## config.mk

```make
export PLATFORM = sky130hd
export DESIGN_NAME = irq_reason_unit
export DESIGN_NICKNAME = d
export VERILOG_FILES = /design/src/rtl/irr_pkg.sv /design/src/rtl/irr_prescaler.sv /design/src/rtl/irr_interval_clock.sv /design/src/rtl/irr_reason_latch.sv /design/src/rtl/irq_reason_unit.sv
export SDC_FILE = /design/constraint.sdc
export NUM_CORES = 1
export LEC_CHECK = 0
export ABC_AREA = 1
export BUFFER_PORTS_ARGS = -buffer_cell sky130_fd_sc_hd__buf_2
export CAP_MARGIN = 15
export CORE_MARGIN = 3
export CORE_UTILIZATION = 35
export DETAILED_ROUTE_END_ITERATION = 12
export REMOVE_ABC_BUFFERS = 1
export SYNTH_ARGS = -nofsm -noshare
export SYNTH_HDL_FRONTEND = slang
export SYNTH_SLANG_ARGS = --single-unit
```

## constraint.sdc

```tcl
create_clock -name clk -period 1.6 [get_ports clk]
set_input_delay 0 -clock clk [delete_from_list [all_inputs] [get_ports clk]]
set_output_delay 0 -clock clk [all_outputs]
set_load 0.03 [all_outputs]
```

## src/rtl/irr_pkg.sv

```systemverilog
package irr_pkg;

    localparam int WORD_W  = 48;
    localparam int B_OVF   = 0;
    localparam int B_TYPE  = 23;
    localparam int B_LIMIT = 24;
    localparam int B_STACK = 25;
    localparam int B_XFER  = 26;
    localparam int B_OUT   = 27;
    localparam int B_RESET = 29;

    typedef struct packed {
        logic hard_reset;
        logic out_cmd;
        logic xfer_end;
        logic stack_viol;
        logic limit_viol;
        logic typewriter;
        logic clk_ovf;
    } reasons_t;

    function automatic logic [WORD_W-1:0] pack_word(reasons_t r, logic [14:0] clk_hi);
        logic [WORD_W-1:0] w;
        w          = '0;
        w[B_OVF]   = r.clk_ovf;
        w[15:1]    = clk_hi;
        w[B_TYPE]  = r.typewriter;
        w[B_LIMIT] = r.limit_viol;
        w[B_STACK] = r.stack_viol;
        w[B_XFER]  = r.xfer_end;
        w[B_OUT]   = r.out_cmd;
        w[B_RESET] = r.hard_reset;
        return w;
    endfunction

endpackage

```

## src/rtl/irr_prescaler.sv

```systemverilog
module irr_prescaler #(
    parameter int TICK_DIV = 16
) (
    input  logic clk,
    input  logic rst,
    output logic tick
);
    generate
        if (TICK_DIV <= 1) begin : g_direct
            assign tick = 1'b1;
        end else begin : g_count
            localparam int DW = $clog2(TICK_DIV);
            localparam logic [DW-1:0] LAST = DW'(TICK_DIV - 1);
            logic [DW-1:0] div_q;
            always_ff @(posedge clk) begin
                if (rst)               div_q <= '0;
                else if (div_q == LAST) div_q <= '0;
                else                   div_q <= div_q + 1'b1;
            end
            assign tick = (div_q == LAST);
        end
    endgenerate
endmodule

```

## src/rtl/irr_interval_clock.sv

```systemverilog
module irr_interval_clock #(
    parameter int CNT_W = 16
) (
    input  logic             clk,
    input  logic             rst,
    input  logic             tick,
    output logic [CNT_W-1:0] cnt,
    output logic             wrap
);
    always_ff @(posedge clk) begin
        if (rst)       cnt <= '0;
        else if (tick) cnt <= cnt + 1'b1;
    end
    assign wrap = tick & (&cnt);
endmodule

```

## src/rtl/irr_reason_latch.sv

```systemverilog
module irr_reason_latch
    import irr_pkg::*;
(
    input  logic     clk,
    input  logic     rst,
    input  logic     supervisor,
    input  logic     rd_strobe,
    input  reasons_t events,
    output reasons_t pending
);
    reasons_t set_v;
    reasons_t next_v;

    always_comb begin
        set_v            = events;
        set_v.stack_viol = events.stack_viol & ~supervisor;
        set_v.hard_reset = events.clk_ovf & pending.clk_ovf & ~rd_strobe;
        if (rd_strobe) next_v = set_v;
        else           next_v = pending | set_v;
    end

    always_ff @(posedge clk) begin
        if (rst) pending <= '0;
        else     pending <= next_v;
    end
endmodule

```

## src/rtl/irq_reason_unit.sv

```systemverilog
module irq_reason_unit
    import irr_pkg::*;
#(
    parameter int CNT_W    = 16,
    parameter int TICK_DIV = 16
) (
    input  logic        clk,
    input  logic        rst,
    input  logic        supervisor,
    input  logic        ev_typewriter,
    input  logic        ev_limit,
    input  logic        ev_stack,
    input  logic        ev_xfer_end,
    input  logic        ev_out,
    input  logic        rd_strobe,
    output logic [47:0] rd_data,
    output logic        irq
);
    localparam int HI_W = (CNT_W - 1 < 15) ? CNT_W - 1 : 15;

    logic             tick;
    logic [CNT_W-1:0] cnt;
    logic             wrap;
    reasons_t         events;
    reasons_t         pending;
    logic [14:0]      clk_hi;

    irr_prescaler #(.TICK_DIV(TICK_DIV)) u_pre (
        .clk(clk), .rst(rst), .tick(tick)
    );

    irr_interval_clock #(.CNT_W(CNT_W)) u_clk (
        .clk(clk), .rst(rst), .tick(tick), .cnt(cnt), .wrap(wrap)
    );

    always_comb begin
        events            = '0;
        events.clk_ovf    = wrap;
        events.typewriter = ev_typewriter;
        events.limit_viol = ev_limit;
        events.stack_viol = ev_stack;
        events.xfer_end   = ev_xfer_end;
        events.out_cmd    = ev_out;
    end

    irr_reason_latch u_lat (
        .clk(clk), .rst(rst), .supervisor(supervisor), .rd_strobe(rd_strobe),
        .events(events), .pending(pending)
    );

    assign clk_hi = 15'(cnt[CNT_W-1 -: HI_W]);

    always_ff @(posedge clk) begin
        if (rst)            rd_data <= '0;
        else if (rd_strobe) rd_data <= pack_word(pending, clk_hi);
    end

    assign irq = pending.hard_reset | (~supervisor & (|pending));
endmodule

```

==> results by group, run 1 <==
Outcome
  – Status: finished clean

Critical path
  – Worst Path Required: 1.80 ns
  – Crit. Startpoint: u_pre.g_count.div_q[0]$_SDFF_PP0_
  – CP Cell Sequence: ha_1 -> nand3_4 -> clkinv_2 -> nand2_2 -> nor2_8 -> nand3_1 -> nand2_1 -> nor2_1
  – Crit-path slowest cell: dfxtp_1
  – Setup CP Type: reg2reg
  – Critical R2R Launch: u_pre.g_count.div_q[0]$_SDFF_PP0_
  – Crit-path max FO: 8
  – Setup crit end kind: flop
  – CP bufs+invs: 1
  – Critical path's largest stage delay: 0.36 ns
  – Critical path startpoint category: flop
  – Critical Path AT: 1.56 ns
  – Critical path's top delay family: simple AND/OR/NAND/NOR gates

Floorplan
  – Core area: 5709 um^2
  – Standard-cell row count: 27
  – DIE HEIGHT: 84 um
  – Initial Util: 0.3730
  – Die width: 84 um
  – Ports: 58
  – Die footprint: 7056 um^2

Synth
  – YS warnings: 0
  – EDFF count, synth: 0
  – Post-synthesis cell type count: 28
  – Sequential area share after synthesis: 0.4606
  – Mapped Area: 2130 um^2
  – Area share of the largest cell type after synthesis: 0.4606
  – Register bit count reported by yosys: 49
  – Area contributors post-synth: dfxtp_1, buf_4, a21oi_1
  – Leading area contributor after synthesis: dfxtp_1
  – Most used DFF post-synth: dfxtp_1
  – Cells after Synth: 269
  – Async SR Flop Fraction: 0
  – Syn avg cell area: 7.917 um^2

Power
  – PD cells: 1005 nW/um^2
  – VDD IR-drop max: 372.7 uV
  – Leakage: 1.079 nW

Final layout
  – Most common cell after layout, fill and taps aside: dfxtp_1
  – Non-filler cells, final: 384
  – Final Net Count: 322
  – Most frequent cells in the layout: dfxtp_1, nor2_1, buf_2, a21oi_1, o21ai_0
  – Share of cells above drive strength 1: 0.1859
  – Diode count: 0
  – P&R area growth vs syn: 16.51%

STA
  – Final setup vio count: 0
  – Unrepaired setup endpoints after global routing: false
  – Fmax: 0.7355 GHz
  – Final Critical Period: 1.360 ns
  – Final Hold Vio Count: 0
  – Pins Over Slew Limit: 0
  – Final period utilization: 0.8498
  – Fin Setup TNS: 0 ns
  – Fin Clk Skew: 0.01032 ns

Place
  – HPWL Detailed: 2890 um
  – Inst Count DP: 366
  – I/O Buffers: 31
  – GP Congestion: 0.7659

Routing
  – Detailed-route via count: 1,706
  – 1st-iter DRT viols: 82
  – DRC: 0
  – Routed wire length: 4081 um
  – Antenna-violating nets left: 0
  – Vias per inst: 4.443
  – Wire per inst: 10.63 um
  – Drt pass-1 iters: 4

Flow run
  – Max Cap Violations: 0

GRT
  – Initial antenna violation count: 0
  – GRT Resource Usage Total: 0.1230
  – Total congestion overflow: 0
  – First-pass GRT wire length: 7169 um
  – Number of global-route vias before repair: 1,556
  – Largest net degree at the start of global routing: 23

Clocking
  – H-tree Lvls: 2
  – CTS tree: yes
  – Root buf cell: clkbuf_8
  – Sink Count: 49
  – PostCTS Resize Cnt: 0
  – Clk buf depth: 2
  – Num CTS Buffers: 5
  – Worst-path clk slew: 0.10 ns
  – Worst-Skew Late Latency: 0.30 ns

Hold path
  – Worst min path class: in2reg
  – Worst Min Path Start: rd_strobe
## what timing repair did
| item | CTS | global route |
|---|---|---|
| hold buffers | 10 | 0 |
| setup buffers | 0 | 0 |
| hold endpoints to repair | 8 | 0 |
## per-layer routing
layer	global-route usage	up-vias	part of all wire
li1	-	898	-
met4	0.03947	0	0.013
met1	0.1676	757	0.50
met5	0	-	0
met2	0.1844	45	0.42
met3	0.03850	6	0.063
## worst register-to-register path: cells and delay by family, from the launching register on
| kind | cells | cell delay (ns) |
|---|---|---|
| and+or+nand+nor | 6 | 0.56 |
| adders and majority gates | 1 | 0.23 |
| buffers and inverters | 1 | 0.11 |
| DFF | 1 | 0.36 |
## area by class of cell
class | instances | area [um^2]
clock buffer | 5 | 68.82
clock inverter | 3 | 46.29
multi-input combinational | 186 | 918.4
timing repair buffer | 45 | 285.3
sequential | 49 | 980.9
fill | 585 | 3228
tap | 72 | 90.09
inverter | 24 | 91.34
## worst paths after layout
path,end,cells past startpoint,slack (ns)
worst min-delay path,rd_data[25]$_SDFFE_PP0P_,2,0.1
worst max-delay path,u_clk.cnt[15]$_SDFFE_PP0P_,8,0.24
worst min register to register,u_pre.g_count.div_q[0]$_SDFF_PP0_,1,0.45
worst max register to register,u_clk.cnt[15]$_SDFFE_PP0P_,8,0.24
## per-stage QoR
stage                     hold WS, ns  setup WS [ns]  instance area (um^2)  utilization  power (mW)
after global routing           0.1292        0.07626                  2481       0.4346       2.617
after detailed placement       0.2182         0.2485                  2266       0.3969       1.610
final                         0.09811         0.2403                  2481       0.4346       2.493
after CTS                     0.09355         0.2350                  2481       0.4346       2.520
after floorplan               0.07238         0.3464                  1991            -       1.527
after global placement         0.2156         0.2680                  2266       0.3969       1.608
## cells by family after synthesis
group,Yosys count,share of synthesized area
and+or+nand+nor,89,0.2051
other,1,0.001761
AOI/OAI and AO/OA,68,0.1645
buffers and inverters,59,0.1522
adders and majority gates,2,0.01175
DFF,49,0.4606
xor gates and xnor gates,1,0.004114
## synthesized netlist by cell type (2+ instances only)
cell,n
nor2_1,39
nor2_4,4
buf_4,26
o21ai_1,6
ha_1,2
a21oi_1,30
o21ai_0,29
nand2_2,3
buf_2,3
inv_1,22
clkbuf_1,6
nor3_1,3
nand2_1,26
nand3_1,7
a21oi_2,2
dfxtp_1,49
## flip-flops by register name, summed over array words and instances, names as in the netlist
signal / flops
rd_data: 22
u_pre.g_count.div_q: 4
u_clk.cnt: 16
u_lat.pending: 7
## report_power, final
part | leakage [nW] | switching, mW | total, mW | internal, mW
Clock | 0.0543 | 0.425 | 0.893 | 0.468
Sequential | 0.401 | 0.0202 | 1.28 | 1.26
Combinational | 0.624 | 0.233 | 0.317 | 0.0837
(Power assumes the default switching activity.)
==> run 2, diff against run 1 <==
--- a/config.mk
+++ b/config.mk
@@ -5,7 +5,7 @@
 export SDC_FILE = /design/constraint.sdc
 export NUM_CORES = 1
 export LEC_CHECK = 0
-export ABC_AREA = 1
+export ABC_AREA = 0
 export BUFFER_PORTS_ARGS = -buffer_cell sky130_fd_sc_hd__buf_2
 export CAP_MARGIN = 15
 export CORE_MARGIN = 3
==> constraint.sdc (replaced) <==
create_clock -name clk -period 1.34 [get_ports clk]
set_input_delay 0 -clock clk [delete_from_list [all_inputs] [get_ports clk]]
set_output_delay 0 -clock clk [all_outputs]
set_load 0.03 [all_outputs]
==> run 2 against run 1 <==
Effect of this change: the run now ends with negative setup slack left; cell count shrank 4.2%; combinational power is 8.2% lower; clock skew shrank 0.0014 ns; global-route usage fell by 0.42 points; via count decreased by 1.8%; register-to-register slack lost 0.39 ns; hold slack got worse by 0.082 ns; critical endpoint is now irq; highest routed layer unchanged; area after synthesis decreased by 0.76%; sequential share of layout area shrank 3.7 points; critical path depth down 4; clock power is 13% higher; sequential power up 17%.
==> results by group, run 2 <==
Outcome
  – Status: complete, but fails checks
  – Failing checks: negative setup slack

STA
  – Smallest hold slack: 0.01646 ns
  – Fin Setup TNS: -0.7935 ns
  – Fin Clk Skew: 0.008888 ns
  – Final setup vio count: 7
  – Final Critical Period: 1.535 ns
  – Final period utilization: 1.146
  – Unrepaired setup endpoints after global routing: true
  – Fmax: 0.6513 GHz
  – Setup WS post-layout: -0.1953 ns
  – Final Hold Vio Count: 0
  – Pins Over Slew Limit: 0

Critical path
  – Crit-path max FO: 2
  – Worst Path Required: 1.34 ns
  – Register-to-register path setup slack: -0.15 ns
  – Critical path startpoint category: flop
  – Setup CP Type: reg2out
  – Setup crit end kind: output port
  – Critical Path AT: 1.54 ns

Final layout
  – Max reg flops: 22
  – Most common cell after layout, fill and taps aside: nor2_1
  – Share of cells above drive strength 1: 0.3649
  – Largest registers: rd_data (22), u_clk.cnt (16), u_lat.pending (7)
  – Most flops, register: rd_data
  – Diode count: 0
  – Fillers: 542
  – P&R area growth vs syn: 31.50%
  – Final Net Count: 307
  – Utilization after layout: 0.4896
  – Most frequent cells in the layout: nor2_1, dfxtp_1, buf_4, buf_2, conb_1

GRT
  – Initial antenna violation count: 0
  – Largest net degree at the start of global routing: 17
  – GR peak layer: met2
  – GRT Resource Usage Total: 0.1188
  – Met2 Usage GRT: 0.1858
  – Number of global-route vias before repair: 1,483
  – Total congestion overflow: 0
  – Grt met1 use: 0.1565
  – First-pass GRT wire length: 6913 um
  – Met3 Use GR: 0.03159

Routing
  – Detailed-route via count: 1,675
  – Drt pass-1 iters: 4
  – Vias per inst: 4.552
  – Antenna-violating nets left: 0
  – Wire per inst: 11.67 um
  – 1st-iter DRT viols: 39
  – DRC: 0
  – Routed wire length: 4293 um

Synth
  – Top post-synthesis cells by count: dfxtp_1, nor2_1, buf_4, mux2i_1, a21oi_1
  – Most common cell in the netlist: dfxtp_1
  – Cells after Synth: 227
  – Async SR Flop Fraction: 0
  – Post-synthesis cell type count: 35
  – EDFF count, synth: 0
  – Area share of the largest cell type after synthesis: 0.4642
  – Most used DFF post-synth: dfxtp_1
  – Mapped Area: 2113 um^2
  – Sequential area share after synthesis: 0.4642
  – Area contributors post-synth: dfxtp_1, mux2i_1, buf_4
  – YS warnings: 0
  – Leading area contributor after synthesis: dfxtp_1
  – Syn avg cell area: 9.310 um^2
  – Register bit count reported by yosys: 49

Floorplan
  – Die footprint: 7007 um^2
  – Initial Util: 0.3724
  – Ports: 58
  – Standard-cell row count: 27
  – DIE HEIGHT: 83.71 um
  – Die width: 83.71 um
  – Core area: 5675 um^2

Clocking
  – H-tree Lvls: 2
  – Root buf cell: clkbuf_8
  – Worst-Skew Late Latency: 0.30 ns
  – CTS tree: yes
  – Sink Count: 49
  – Worst-path clk slew: 0.08 ns
  – Num CTS Buffers: 5
  – Clk buf depth: 2

Power
  – Tot Pwr: 2.799 mW
  – VDD IR-drop max: 450.6 uV
  – PD cells: 1007 nW/um^2
  – Leakage: 1.288 nW

Flow run
  – Max Cap Violations: 0

Place
  – HPWL Detailed: 3082 um
  – GP Congestion: 0.7736
  – I/O Buffers: 31

Hold path
  – Worst min path class: in2reg
run 2: changes by cell type after synthesis, sizes merged, moves of 4 or more:
cell,delta
xor2,+4
o21ai,-34
xnor2,+6
inv,-18
a21oi,-23
nand2,-23
or4,+4
nor2,-4
o31ai,+4
mux2i,+22
run 2: cell families (layout without fill, tap and decap cells):
logic type               count (synthesis)  count (layout)  share of synthesized area
adder cells (fa/ha/maj)                  2               2                    0.01184
other                                    1              26                   0.001774
flip-flops                              49              49                     0.4642
AO/OA/AOI/OAI                           20              20                    0.05921
XOR/XNOR                                11              11                    0.04559
AND/OR/NAND/NOR                         80              80                     0.1806
multiplexers                            23              23                     0.1095
buffers and inverters                   41              85                     0.1273
run 2: through the flow:
stage                     area, um^2  cells  worst slack [ns]
final                           2779    368           -0.1953
after global routing            2779    368           -0.2397
after CTS                       2686    365           -0.2144
after detailed placement        2466    352           -0.2511
after global placement          2466    352           -0.2178
after floorplan                 1953    215           -0.3464
run 2: timing repair:
| action | CTS | global route |
|---|---|---|
| setup buffers | 1 | 3 |
| endpoints found under the setup margin | 12 | 13 |
| pin swaps | 8 | 6 |
| hold endpoints to repair | 5 | 0 |
| hold buffers | 5 | 0 |
| gates resized for setup | 15 | 20 |
run 2: final timing paths:
check                           endpoint                               from  cells after the start
max                                  irq        u_lat.pending[3]$_SDFF_PP0_                      4
min          u_lat.pending[3]$_SDFF_PP0_                         supervisor                      4
max reg2reg   u_clk.cnt[13]$_SDFFE_PP0P_  u_pre.g_count.div_q[0]$_SDFF_PP0_                      5
min reg2reg  u_lat.pending[6]$_SDFF_PP0_        u_lat.pending[6]$_SDFF_PP0_                      1
run 2: critical path, stage by stage, from the launching register on:
cell	delay [ns]
dfxtp_2	0.33
or4_4	0.52
nor3_2	0.12
o21bai_1	0.09
buf_4	0.17
run 2: power by group:
part / total [mW] / internal (mW) / leakage (nW) / switching, mW
logic: 0.291 / 0.0957 / 0.832 / 0.196
clock network: 1.01 / 0.543 / 0.0540 / 0.466
registers: 1.50 / 1.48 / 0.402 / 0.0190
run 2: cell type report:
cell class	instances	area, um^2	share of cell area
clock buffers	5	68.82	0.02476
clock inverters	2	35.03	0.01261
inverters	4	15.01	0.005403
multi-input cells	162	1062	0.3823
flip-flops and latches	49	994.7	0.3579
well taps	72	90.09	0.03242
repair buffers	74	513.0	0.1846
run 2: per-layer routing:
metal	wire length, um	share of wire
met1	1954	0.46
met2	2050	0.48
met3	222	0.052
met5	0	0
met4	66	0.015
